[src/rtl/cfg_i2c_pkg.sv]
// Shared constants and the protocol state type of the configuration target.
// Assumes at least six registers, since registers 4 and 5 carry fixed meanings.
package cfg_i2c_pkg;
    localparam int FREQ_IDX  = 4;   // register holding source select and code
    localparam int STRAP_IDX = 5;   // register whose low nibble reads the straps

    typedef enum logic [2:0] {
        ST_IDLE, ST_ADDR, ST_ACK, ST_RECV, ST_SEND, ST_HACK, ST_WAIT
    } proto_st_t;
endpackage

[src/rtl/i2c_line_filter.sv]
// Two-flop synchroniser followed by a persistence filter for one bus line.
// The output follows the input only after the synchronised value has differed
// from it for FILT_LEN consecutive clocks. Idle level after reset is 1.
module i2c_line_filter #(
    parameter int FILT_LEN = 3
) (
    input  logic clk,
    input  logic rst_n,
    input  logic raw_i,
    output logic filt_o
);
    localparam int CW = $clog2(FILT_LEN + 1);

    logic [1:0]    sync_q;
    logic [CW-1:0] run_q;

    // bring the asynchronous line into the clock domain
    always_ff @(posedge clk) begin
        if (!rst_n) sync_q <= 2'b11;
        else        sync_q <= {sync_q[0], raw_i};
    end

    // accept a new level only after it has persisted long enough
    always_ff @(posedge clk) begin
        if (!rst_n) begin
            filt_o <= 1'b1;
            run_q  <= '0;
        end else if (sync_q[1] != filt_o) begin
            if (run_q == CW'(FILT_LEN - 1)) begin
                filt_o <= sync_q[1];
                run_q  <= '0;
            end else begin
                run_q <= run_q + 1'b1;
            end
        end else begin
            run_q <= '0;
        end
    end
endmodule

[src/rtl/cfg_regbank.sv]
// Configuration register bank with power-on defaults, a strap latch and the
// readback overlay. A write is a one-cycle strobe with an in-range index.
// Straps are sampled on every clock while reset is held low.
module cfg_regbank #(
    parameter int                    NUM_REGS = 6,
    parameter logic [4:0]            REV_ID   = 5'h13,
    parameter logic [8*NUM_REGS-1:0] DEFAULTS = '0,
    localparam int                   IDX_W    = $clog2(NUM_REGS)
) (
    input  logic                  clk,
    input  logic                  rst_n,
    input  logic [3:0]            fs_strap_i,
    input  logic                  wr_en,
    input  logic [IDX_W-1:0]      wr_idx,
    input  logic [7:0]            wr_data,
    input  logic [IDX_W-1:0]      rd_idx,
    output logic [7:0]            rd_data,
    output logic [8*NUM_REGS-1:0] cfg_o,
    output logic [3:0]            freq_code_o
);
    import cfg_i2c_pkg::*;

    logic [8*NUM_REGS-1:0] cfg_q;
    logic [3:0]            fs_q;

    // register storage: defaults in reset, byte writes afterwards
    always_ff @(posedge clk) begin
        if (!rst_n)     cfg_q <= DEFAULTS;
        else if (wr_en) cfg_q[8*wr_idx +: 8] <= wr_data;
    end

    // strap latch: follows the pins only while reset is asserted
    always_ff @(posedge clk) begin
        if (!rst_n) fs_q <= fs_strap_i;
    end

    // readback byte with revision and strap overlays
    always_comb begin
        rd_data = (32'(rd_idx) < NUM_REGS) ? cfg_q[8*rd_idx +: 8] : 8'h00;
        if (32'(rd_idx) == FREQ_IDX) begin
            rd_data[7:4] = REV_ID[4:1];
            rd_data[2]   = REV_ID[0];
        end
        if (32'(rd_idx) == STRAP_IDX) rd_data[3:0] = fs_q;
    end

    assign cfg_o       = cfg_q;
    assign freq_code_o = cfg_q[8*FREQ_IDX+3] ? cfg_q[8*FREQ_IDX+4 +: 4] : fs_q;
endmodule

[src/rtl/cfg_i2c_target.sv]
// Two-wire bus target for a clock generator's configuration bytes.
// Write: address, two ignored bytes, then data from register 0 upward.
// Read: a count byte, then registers 0 up. Assumes clk >= 40x the SCL rate
// and an open-drain pad driven from sda_oe.
module cfg_i2c_target #(
    parameter int                    NUM_REGS     = 6,
    parameter logic [6:0]            DEV_ADDR     = 7'h69,
    parameter int                    FILT_LEN     = 3,
    parameter logic [4:0]            REV_ID       = 5'h13,
    parameter logic [8*NUM_REGS-1:0] REG_DEFAULTS = 48'h0000_FFFF_FFFF
) (
    input  logic                  clk,
    input  logic                  rst_n,
    input  logic                  scl_i,
    input  logic                  sda_i,
    output logic                  sda_oe,
    input  logic [3:0]            fs_strap_i,
    output logic [8*NUM_REGS-1:0] cfg_o,
    output logic [3:0]            freq_code_o
);
    import cfg_i2c_pkg::*;

    localparam int IDX_W = $clog2(NUM_REGS);
    localparam int CNT_W = $clog2(NUM_REGS + 3);

    logic [1:0] raw_w, filt_w;
    logic       scl_f, sda_f, scl_d, sda_d;
    logic       start_ev, stop_ev, scl_rise, scl_fall;

    proto_st_t        state;
    logic [3:0]       bitcnt;
    logic [7:0]       sh, tx;
    logic             is_rd, host_ack, oe;
    logic [CNT_W-1:0] cnt, next_rd_cnt;

    logic             wr_en;
    logic [IDX_W-1:0] wr_idx, rd_idx;
    logic [7:0]       rd_data, load_byte;

    assign raw_w = {scl_i, sda_i};

    // one filter per bus line
    for (genvar g = 0; g < 2; g++) begin : g_line
        i2c_line_filter #(.FILT_LEN(FILT_LEN)) u_filt (
            .clk(clk), .rst_n(rst_n), .raw_i(raw_w[g]), .filt_o(filt_w[g]));
    end
    assign scl_f = filt_w[1];
    assign sda_f = filt_w[0];

    // previous filtered levels for edge and condition detection
    always_ff @(posedge clk) begin
        if (!rst_n) begin
            scl_d <= 1'b1;
            sda_d <= 1'b1;
        end else begin
            scl_d <= scl_f;
            sda_d <= sda_f;
        end
    end

    assign start_ev = scl_f & scl_d & sda_d & ~sda_f;
    assign stop_ev  = scl_f & scl_d & ~sda_d & sda_f;
    assign scl_rise = scl_f & ~scl_d;
    assign scl_fall = ~scl_f & scl_d;

    // write strobe for data bytes that fall inside the bank
    assign wr_en  = (state == ST_RECV) && scl_fall && (bitcnt == 4'd8)
                    && (cnt >= CNT_W'(2)) && (cnt < CNT_W'(NUM_REGS + 2));
    assign wr_idx = IDX_W'(cnt - CNT_W'(2));

    // read position of the byte to be loaded next (0 = count byte)
    always_comb begin
        next_rd_cnt = cnt;
        if (state == ST_HACK && cnt != '1) next_rd_cnt = cnt + 1'b1;
        rd_idx = IDX_W'(next_rd_cnt - 1'b1);
        if (next_rd_cnt == '0)                        load_byte = 8'(NUM_REGS);
        else if (next_rd_cnt <= CNT_W'(NUM_REGS))     load_byte = rd_data;
        else                                          load_byte = 8'hFF;
    end

    // protocol sequencer: address match, acknowledge, receive and send
    always_ff @(posedge clk) begin
        if (!rst_n) begin
            state <= ST_IDLE; bitcnt <= '0; sh <= '0; tx <= '0;
            is_rd <= 1'b0; host_ack <= 1'b0; oe <= 1'b0; cnt <= '0;
        end else if (start_ev) begin
            state <= ST_ADDR; bitcnt <= '0; oe <= 1'b0; cnt <= '0;
        end else if (stop_ev) begin
            state <= ST_IDLE; oe <= 1'b0;
        end else begin
            case (state)
                ST_ADDR, ST_RECV: begin
                    if (scl_rise) begin
                        sh     <= {sh[6:0], sda_f};
                        bitcnt <= bitcnt + 1'b1;
                    end else if (scl_fall && bitcnt == 4'd8) begin
                        bitcnt <= '0;
                        if (state == ST_ADDR) begin
                            if (sh[7:1] == DEV_ADDR) begin
                                is_rd <= sh[0];
                                oe    <= 1'b1;
                                state <= ST_ACK;
                            end else begin
                                state <= ST_WAIT;
                            end
                        end else begin
                            oe    <= 1'b1;
                            state <= ST_ACK;
                            if (cnt != '1) cnt <= cnt + 1'b1;
                        end
                    end
                end
                ST_ACK: if (scl_fall) begin
                    if (is_rd) begin
                        tx    <= load_byte;
                        oe    <= ~load_byte[7];
                        state <= ST_SEND;
                    end else begin
                        oe    <= 1'b0;
                        state <= ST_RECV;
                    end
                end
                ST_SEND: if (scl_fall) begin
                    if (bitcnt == 4'd7) begin
                        oe     <= 1'b0;
                        bitcnt <= '0;
                        state  <= ST_HACK;
                    end else begin
                        oe     <= ~tx[6];
                        tx     <= {tx[6:0], 1'b0};
                        bitcnt <= bitcnt + 1'b1;
                    end
                end
                ST_HACK: begin
                    if (scl_rise) host_ack <= ~sda_f;
                    else if (scl_fall) begin
                        if (host_ack) begin
                            cnt   <= next_rd_cnt;
                            tx    <= load_byte;
                            oe    <= ~load_byte[7];
                            state <= ST_SEND;
                        end else begin
                            state <= ST_WAIT;
                        end
                    end
                end
                default: ;
            endcase
        end
    end

    assign sda_oe = oe;

    cfg_regbank #(.NUM_REGS(NUM_REGS), .REV_ID(REV_ID), .DEFAULTS(REG_DEFAULTS)) u_bank (
        .clk(clk), .rst_n(rst_n), .fs_strap_i(fs_strap_i),
        .wr_en(wr_en), .wr_idx(wr_idx), .wr_data(sh),
        .rd_idx(rd_idx), .rd_data(rd_data),
        .cfg_o(cfg_o), .freq_code_o(freq_code_o));
endmodule

[config.mk]
export PLATFORM = sky130hd
export DESIGN_NAME = cfg_i2c_target
export DESIGN_NICKNAME = d
export VERILOG_FILES = /design/src/rtl/cfg_i2c_pkg.sv /design/src/rtl/i2c_line_filter.sv /design/src/rtl/cfg_regbank.sv /design/src/rtl/cfg_i2c_target.sv
export SDC_FILE = /design/constraint.sdc
export NUM_CORES = 1
export LEC_CHECK = 0
export ABC_AREA = 0
export BUFFER_PORTS_ARGS = -buffer_cell sky130_fd_sc_hd__buf_2
export CAP_MARGIN = 40
export CORE_UTILIZATION = 63
export DETAILED_ROUTE_END_ITERATION = 6
export GPL_ROUTABILITY_DRIVEN = 0
export MAX_ROUTING_LAYER = met4
export PLACE_DENSITY = 0.83
export SLEW_MARGIN = 30
export SYNTH_ARGS = -nofsm -noshare
export SYNTH_HDL_FRONTEND = slang
export SYNTH_SLANG_ARGS = --single-unit
[constraint.sdc]
create_clock -name clk -period 10.4 [get_ports clk]
set_clock_uncertainty 0.15 [all_clocks]
set_input_delay 2.08 -clock clk [delete_from_list [all_inputs] [get_ports clk]]
set_output_delay 2.08 -clock clk [all_outputs]
set_load 0.005 [all_outputs]
==> out/results.tsv, run 1 <==
stage	metric	value	unit
sta	# setup viols final	0	
pwr	sw frac	25.4	%
pwr	Comb pwr share	1.9	%
flow_run	maxcap violations	0	
synthesis	Mapped Cells	585	
clock_tree	Hold Buf Count CTS	0	
worst_setup_path	Worst Setup Path Type	reg -> reg	
global_routing	pin count of the biggest net entering global routing	44	
worst_hold_path	HP Class	reg -> reg	
global_routing	Tot GR Track Use	35.1	%
floorplanning	Ports	61	
pwr	Reg power frac	59.2	%
pwr	clock share of power	38.9	%
sta	relative slew slack	42.6	%
synthesis	ranking of synthesized cells by area	dfxtp_1 (36%), nand2_1 (6.8%), mux2i_1 (5.4%)	
clock_tree	post-CTS resize count	0	
placed_design	HPWL Detailed	9.95	mm
clock_tree	worst skew pair latency	0.38	ns
sta	min cycle time layout	4.03	ns
global_routing	vias in the first global route	4429	
sta	Worst Max-Slew Pin Slew	0.847	ns
worst_setup_path	Startpoint Class	flop	
synthesis	register bit total from synthesis	93	
clock_tree	Post-CTS Setup Repair Bufs	0	
floorplanning	Die ar.	8310	sq um
drt	First-pass DRT Iterations	5	
placed_design	placed instance count	714	
synthesis	mean cell area of the mapped netlist	8.56	sq um
sta	RSZ-0062 raised after global routing	no	
floorplanning	Die Wd	91.2	microns
floorplanning	Starting Density	65.1	%
worst_setup_path	critical path's largest stage delay	0.82	ns
worst_setup_path	WP data required	10.52	ns
synthesis	top-count cell post-synth	nand2_1	
floorplanning	Die H	91.2	microns
worst_setup_path	crit path cell chain	ha_1, nand3_1, a21oi_2, nor2_4, ha_1, mux2i_1, nand3_1, and4_1, o31ai_1, o21ai_1	
final_layout	P&R area growth vs syn	9.99	%
final_layout	n_diodes	0	
pwr	switching power	0.155	mW
final_layout	layout net count	646	
synthesis	Syn Nets	607	
pwr	Leak	2.08	nW
drt	WL final	13.8	mm
clock_tree	Clock transition at path regs	0.10	ns
final_layout	fraction of layout cells with a size suffix above 1	17.3	%
global_routing	initial antenna violation count	0	
sta	Final Max Slew Viols	0	
synthesis	Commonest cells post-synth	nand2_1 (91), dfxtp_1 (89), a21oi_1 (32), nor2_1 (32), clkbuf_1 (31)	
drt	DR iter-0 viols	491	
sta	Final Hold Fails	0	
clock_tree	H-tree Lvls	3	
drt	post-DR vias/cell	6.57	
pwr	Cell Pwr Density	111	nW/um^2
floorplanning	row count	32	
global_routing	first-pass GRT wire length	22.3	mm
synthesis	yosys warns	0	
synthesis	EDFF count, synth	4	
drt	WL per Instance	18.9	microns
final_layout	Fillers	610	
sta	fin crit share	38.7	%
worst_setup_path	WP data arrival	4.15	ns
synthesis	Synth area leader	dfxtp_1	
synthesis	mapped cell area	5010	sq um
worst_setup_path	crit end category	flop	
clock_tree	CTS tree	built	
worst_setup_path	slowest CP cell	ha_1	
drt	Final ANT Viol Nets	0	
synthesis	Synth async-reset ratio	0	%
synthesis	Distinct cells, synth	76	
global_routing	total grt overflow	0	
placed_design	PortBufs	60	
drt	Residual DRC	0	
sta	Setup TNS	0	ns
drt	Vias	4804	
clock_tree	CTS root buffer	clkbuf_8	
floorplanning	Core ar.	7690	sq um
final_layout	Non-Filler Instances	731	
synthesis	sequential share of the synthesized area	38.0	%
run_status	run status	finished clean	
clock_tree	total clock sinks	93	
synthesis	Top FF cell, synth	dfxtp_1	
pwr	Int Pwr	0.457	mW
clock_tree	Clock Path Buffers	2	
clock_tree	CTS buffer count	9	
synthesis	post-synth top area share	35.6	%
pwr	Max rail drop VDD	0.000110	V
worst_setup_path	Worst Path Max Fanout	19	
sta	Max Freq	0.248	GHz
placed cells by master (no fill, tap or decap), types with 4 or more instances in the layout:
| master | instances |
|---|---|
| nand2_1 | 91 |
| dfxtp_1 | 89 |
| buf_2 | 60 |
| nor2_1 | 32 |
| a21oi_1 | 32 |
| mux2i_1 | 27 |
| nand3_1 | 25 |
| o21ai_0 | 25 |
| o211ai_1 | 23 |
| nand2b_1 | 20 |
| inv_1 | 19 |
| ha_1 | 14 |
| nor3_1 | 11 |
| a221o_1 | 9 |
| clkbuf_8 | 9 |
| o21ai_1 | 6 |
| or3_1 | 6 |
| a211oi_1 | 6 |
| a221oi_1 | 6 |
| mux2_2 | 5 |
| xnor2_1 | 5 |
| mux4_2 | 5 |
| nand4_1 | 5 |
| a31oi_1 | 5 |
| nor2b_1 | 4 |
| o31ai_1 | 4 |
| buf_4 | 4 |
| edfxtp_1 | 4 |
sequential cells by signal, summed over array words and instances, names as in the netlist, 2 cells and up:
signal,flops
g_line.u_filt.sync_q,4
sh,8
g_line.u_filt.run_q,4
u_bank.cfg_o,48
state,3
g_line.u_filt.filt_o,2
cnt,4
bitcnt,4
tx,7
u_bank.fs_q,4
cell type report:
class                           count  area [sq um]  area share [%]
Clock buffer                        9           124            2.25
Clock inverter                      7          63.8            1.16
Inverter                           20          75.1            1.36
Multi-Input combinational cell    435          2880            52.2
Sequential cell                    93          1900            34.5
Tap cell                          102           128            2.32
Timing Repair Buffer               65           338            6.13
final timing paths:
path | from | to | slack (ns) | cells past startpoint
worst min register to register | g_line[1].u_filt.run_q[0] | g_line[1].u_filt.run_q[0] | 0.27 | 1
worst max-delay path | cnt[0] | tx[2] | 6.37 | 10
worst max register to register | cnt[0] | tx[2] | 6.37 | 10
worst min-delay path | g_line[1].u_filt.run_q[0] | g_line[1].u_filt.run_q[0] | 0.27 | 1
stage by stage:
stage / instance area (sq um) / hold slack (ns) / setup WS (ns) / utilization (%) / power (mW)
after floorplan: 5010 / 0.236 / 6.97 / - / 0.377
after global routing: 5510 / 0.283 / 6.09 / 71.6 / 0.630
after CTS: 5500 / 0.271 / 6.47 / 71.5 / 0.614
after detailed placement: 5310 / 0.247 / 6.50 / 69.1 / 0.382
after global placement: 5310 / 0.238 / 6.55 / 69.1 / 0.382
final: 5510 / 0.267 / 6.37 / 71.6 / 0.612
power by group through the flow:
stage,Sequential [mW],Clock (mW),Combinational (mW)
floorplan,0.370,0,0.00781
global placement,0.371,0,0.0113
detailed placement,0.371,0,0.0117
CTS,0.362,0.240,0.0117
global route,0.363,0.254,0.0131
finish,0.362,0.238,0.0118
cell families after synthesis:
kind of cell | Yosys count | synth area share (%)
flops | 93 | 38.0
buf+inv | 57 | 4.55
simple gates | 236 | 25.0
mux | 37 | 8.77
fa+ha+maj | 14 | 3.50
compound gates | 141 | 18.9
xor+xnor | 7 | 1.22
worst max-delay path, delay by kind of cell, from the launching register on:
family	cells	cell delay (ns)
mux	1	0.28
fa+ha+maj	2	1.20
flops	1	0.67
simple gates	4	0.79
compound gates	3	0.82
per-layer routing:
| layer | wire length (microns) | part of all wire, % | global-route usage [%] |
|---|---|---|---|
| met1 | 5520 | 40 | 43.4 |
| met2 | 6350 | 46 | 53.5 |
| met3 | 1200 | 8.7 | 7.45 |
| met4 | 773 | 5.6 | 19.4 |
| met5 | 0 | 0 | - |
Power figures use the tool's default switching activity.
==> inputs of run 2 (changes only) <==
--- a/config.mk
+++ b/config.mk
@@ -8,11 +8,11 @@
 export ABC_AREA = 0
 export BUFFER_PORTS_ARGS = -buffer_cell sky130_fd_sc_hd__buf_2
 export CAP_MARGIN = 40
-export CORE_UTILIZATION = 63
+export CORE_UTILIZATION = 58
 export DETAILED_ROUTE_END_ITERATION = 6
 export GPL_ROUTABILITY_DRIVEN = 0
 export MAX_ROUTING_LAYER = met4
-export PLACE_DENSITY = 0.83
+export PLACE_DENSITY = 0.78
 export SLEW_MARGIN = 30
 export SYNTH_ARGS = -nofsm -noshare
 export SYNTH_HDL_FRONTEND = slang
==> constraint.sdc (replaced) <==
create_clock -name clk -period 4.2 [get_ports clk]
set_clock_uncertainty 0.15 [all_clocks]
set_input_delay 0.84 -clock clk [delete_from_list [all_inputs] [get_ports clk]]
set_output_delay 0.84 -clock clk [all_outputs]
set_load 0.005 [all_outputs]
==> out/results.tsv, run 2 (synthesis results as in run 1) <==
stage	metric	value	unit	change
run_status	run status	finished clean		unchanged
worst_setup_path	slowest CP cell	ha_1		unchanged
clock_tree	CTS tree	built		unchanged
clock_tree	CTS root buffer	clkbuf_8		unchanged
clock_tree	total clock sinks	93		unchanged
clock_tree	Clock Path Buffers	2		unchanged
global_routing	Tot GR Track Use	33.3	%	was 35.1%
sta	Max Freq	0.263	GHz	was 0.248 GHz
sta	Final Hold Fails	0		unchanged
sta	min cycle time layout	3.81	ns	was 4.03 ns
floorplanning	row count	33		was 32
drt	Vias	4729		was 4804
clock_tree	post-CTS resize count	0		unchanged
worst_hold_path	HP Class	reg -> reg		unchanged
worst_setup_path	WP data required	4.31	ns	was 10.52 ns
floorplanning	Die H	94.9	microns	was 91.2 microns
floorplanning	Ports	61		unchanged
drt	post-DR vias/cell	6.42		was 6.57
flow_run	maxcap violations	0		unchanged
pwr	Max rail drop VDD	0.000278	V	was 0.000110 V
placed_design	placed cell areas	5340	sq um	was 5310 sq um
worst_setup_path	WP data arrival	3.91	ns	was 4.15 ns
global_routing	pin count of the biggest net entering global routing	39		was 44
floorplanning	Core ar.	8300	sq um	was 7690 sq um
drt	Final ANT Viol Nets	0		unchanged
final_layout	max FFs per register	48		unchanged
clock_tree	Clock transition at path regs	0.09	ns	was 0.10 ns
worst_setup_path	critical path's largest stage delay	0.82	ns	about the same
drt	First-pass DRT Iterations	6		was 5
worst_setup_path	Worst Path Max Fanout	19		unchanged
final_layout	P&R area growth vs syn	10.9	%	was 9.99%
floorplanning	Starting Density	60.3	%	was 65.1%
worst_setup_path	Worst Setup Path Type	reg -> reg		unchanged
sta	fin crit share	90.6	%	was 38.7%
floorplanning	Die Wd	94.9	microns	was 91.2 microns
global_routing	first-pass GRT wire length	22.1	mm	was 22.3 mm
final_layout	Finished Cell Area	5560	sq um	was 5510 sq um
drt	WL final	13.9	mm	was 13.8 mm
clock_tree	Post-CTS Setup Repair Bufs	0		unchanged
clock_tree	Hold Buf Count CTS	0		unchanged
sta	Hold Slack	0.263	ns	was 0.267 ns
final_layout	fraction of layout cells with a size suffix above 1	17.6	%	was 17.3%
final_layout	most common cell after layout, fill and taps aside	nand2_1		unchanged
sta	# setup viols final	0		unchanged
clock_tree	H-tree Lvls	3		unchanged
final_layout	n_diodes	0		unchanged
placed_design	PortBufs	60		unchanged
clock_tree	CTS buffer count	9		unchanged
worst_setup_path	Startpoint Class	flop		unchanged
drt	WL per Instance	18.9	microns	about the same
worst_setup_path	crit path cell chain	ha_1, nand3_1, a21oi_2, nor2_4, ha_1, mux2i_1, nand3_1, and4_1, o31ai_1, o21ai_1		unchanged
worst_setup_path	crit end category	flop		unchanged
global_routing	initial antenna violation count	0		unchanged
sta	RSZ-0062 raised after global routing	no		unchanged
global_routing	vias in the first global route	4313		was 4429
drt	DR iter-0 viols	429		was 491
global_routing	total grt overflow	0		unchanged
pwr	Cell Pwr Density	282	nW/um^2	was 111 nW/um^2
sta	Final Max Slew Viols	0		unchanged
final_layout	most frequent cells in the layout	nand2_1 (91), dfxtp_1 (89), buf_2 (60)		unchanged
pwr	Leak	2.10	nW	was 2.08 nW
floorplanning	Die ar.	9010	sq um	was 8310 sq um
clock_tree	worst skew pair latency	0.37	ns	was 0.38 ns
sta	Worst Max-Slew Pin Slew	0.858	ns	was 0.847 ns
sta	Setup TNS	0	ns	unchanged
sta	relative slew slack	42.2	%	was 42.6%
placed_design	HPWL Detailed	9.93	mm	was 9.95 mm
final_layout	layout net count	649		was 646
drt	Residual DRC	0		unchanged
## run 2: critical path, delay by kind of cell, from the launching register on
kind,cells,cell delay (ns)
AO/OA/AOI/OAI,3,0.77
adder cells (fa/ha/maj),2,1.19
flip-flops,1,0.56
multiplexers,1,0.27
AND/OR/NAND/NOR,4,0.77
## run 2: path summary, 6_finish.rpt
kind,slack [ns],cells after the start,from,endpoint
max,0.39,10,cnt[1],tx[2]
min,0.26,1,g_line[1].u_filt.run_q[0],g_line[1].u_filt.run_q[0]
max reg2reg,0.39,10,cnt[1],tx[2]
min reg2reg,0.26,1,g_line[1].u_filt.run_q[0],g_line[1].u_filt.run_q[0]
## run 2: routing by layer
layer  part of all wire [%]  track usage, %
met5                      0               -
met4                    4.6            16.3
met3                    7.6            6.36
met2                     46            51.4
met1                     42            41.7
## run 2: cell type report
type / instances / area (sq um)
Tap cell: 105 / 131
Timing Repair Buffer: 68 / 360
Fill cell: 667 / 2740
Multi-Input combinational cell: 435 / 2880
Clock inverter: 5 / 67.6
Sequential cell: 93 / 1900
Clock buffer: 11 / 141
Inverter: 20 / 75.1
## run 2: where the power goes
part	internal [mW]	switching [mW]	total (mW)
logic	0.0107	0.0206	0.0313
registers	0.893	0.00348	0.897
clock network	0.301	0.340	0.641
total	1.20	0.364	1.57
## run 2: metrics by stage
step	util [%]	std cells	total power [mW]	setup slack (ns)
after global placement	64.3	720	0.947	0.648
after CTS	66.8	736	1.57	0.466
after detailed placement	64.3	720	0.948	0.513
after global routing	66.9	737	1.61	0.155
after floorplan	-	585	0.935	0.907
final	66.9	737	1.57	0.393
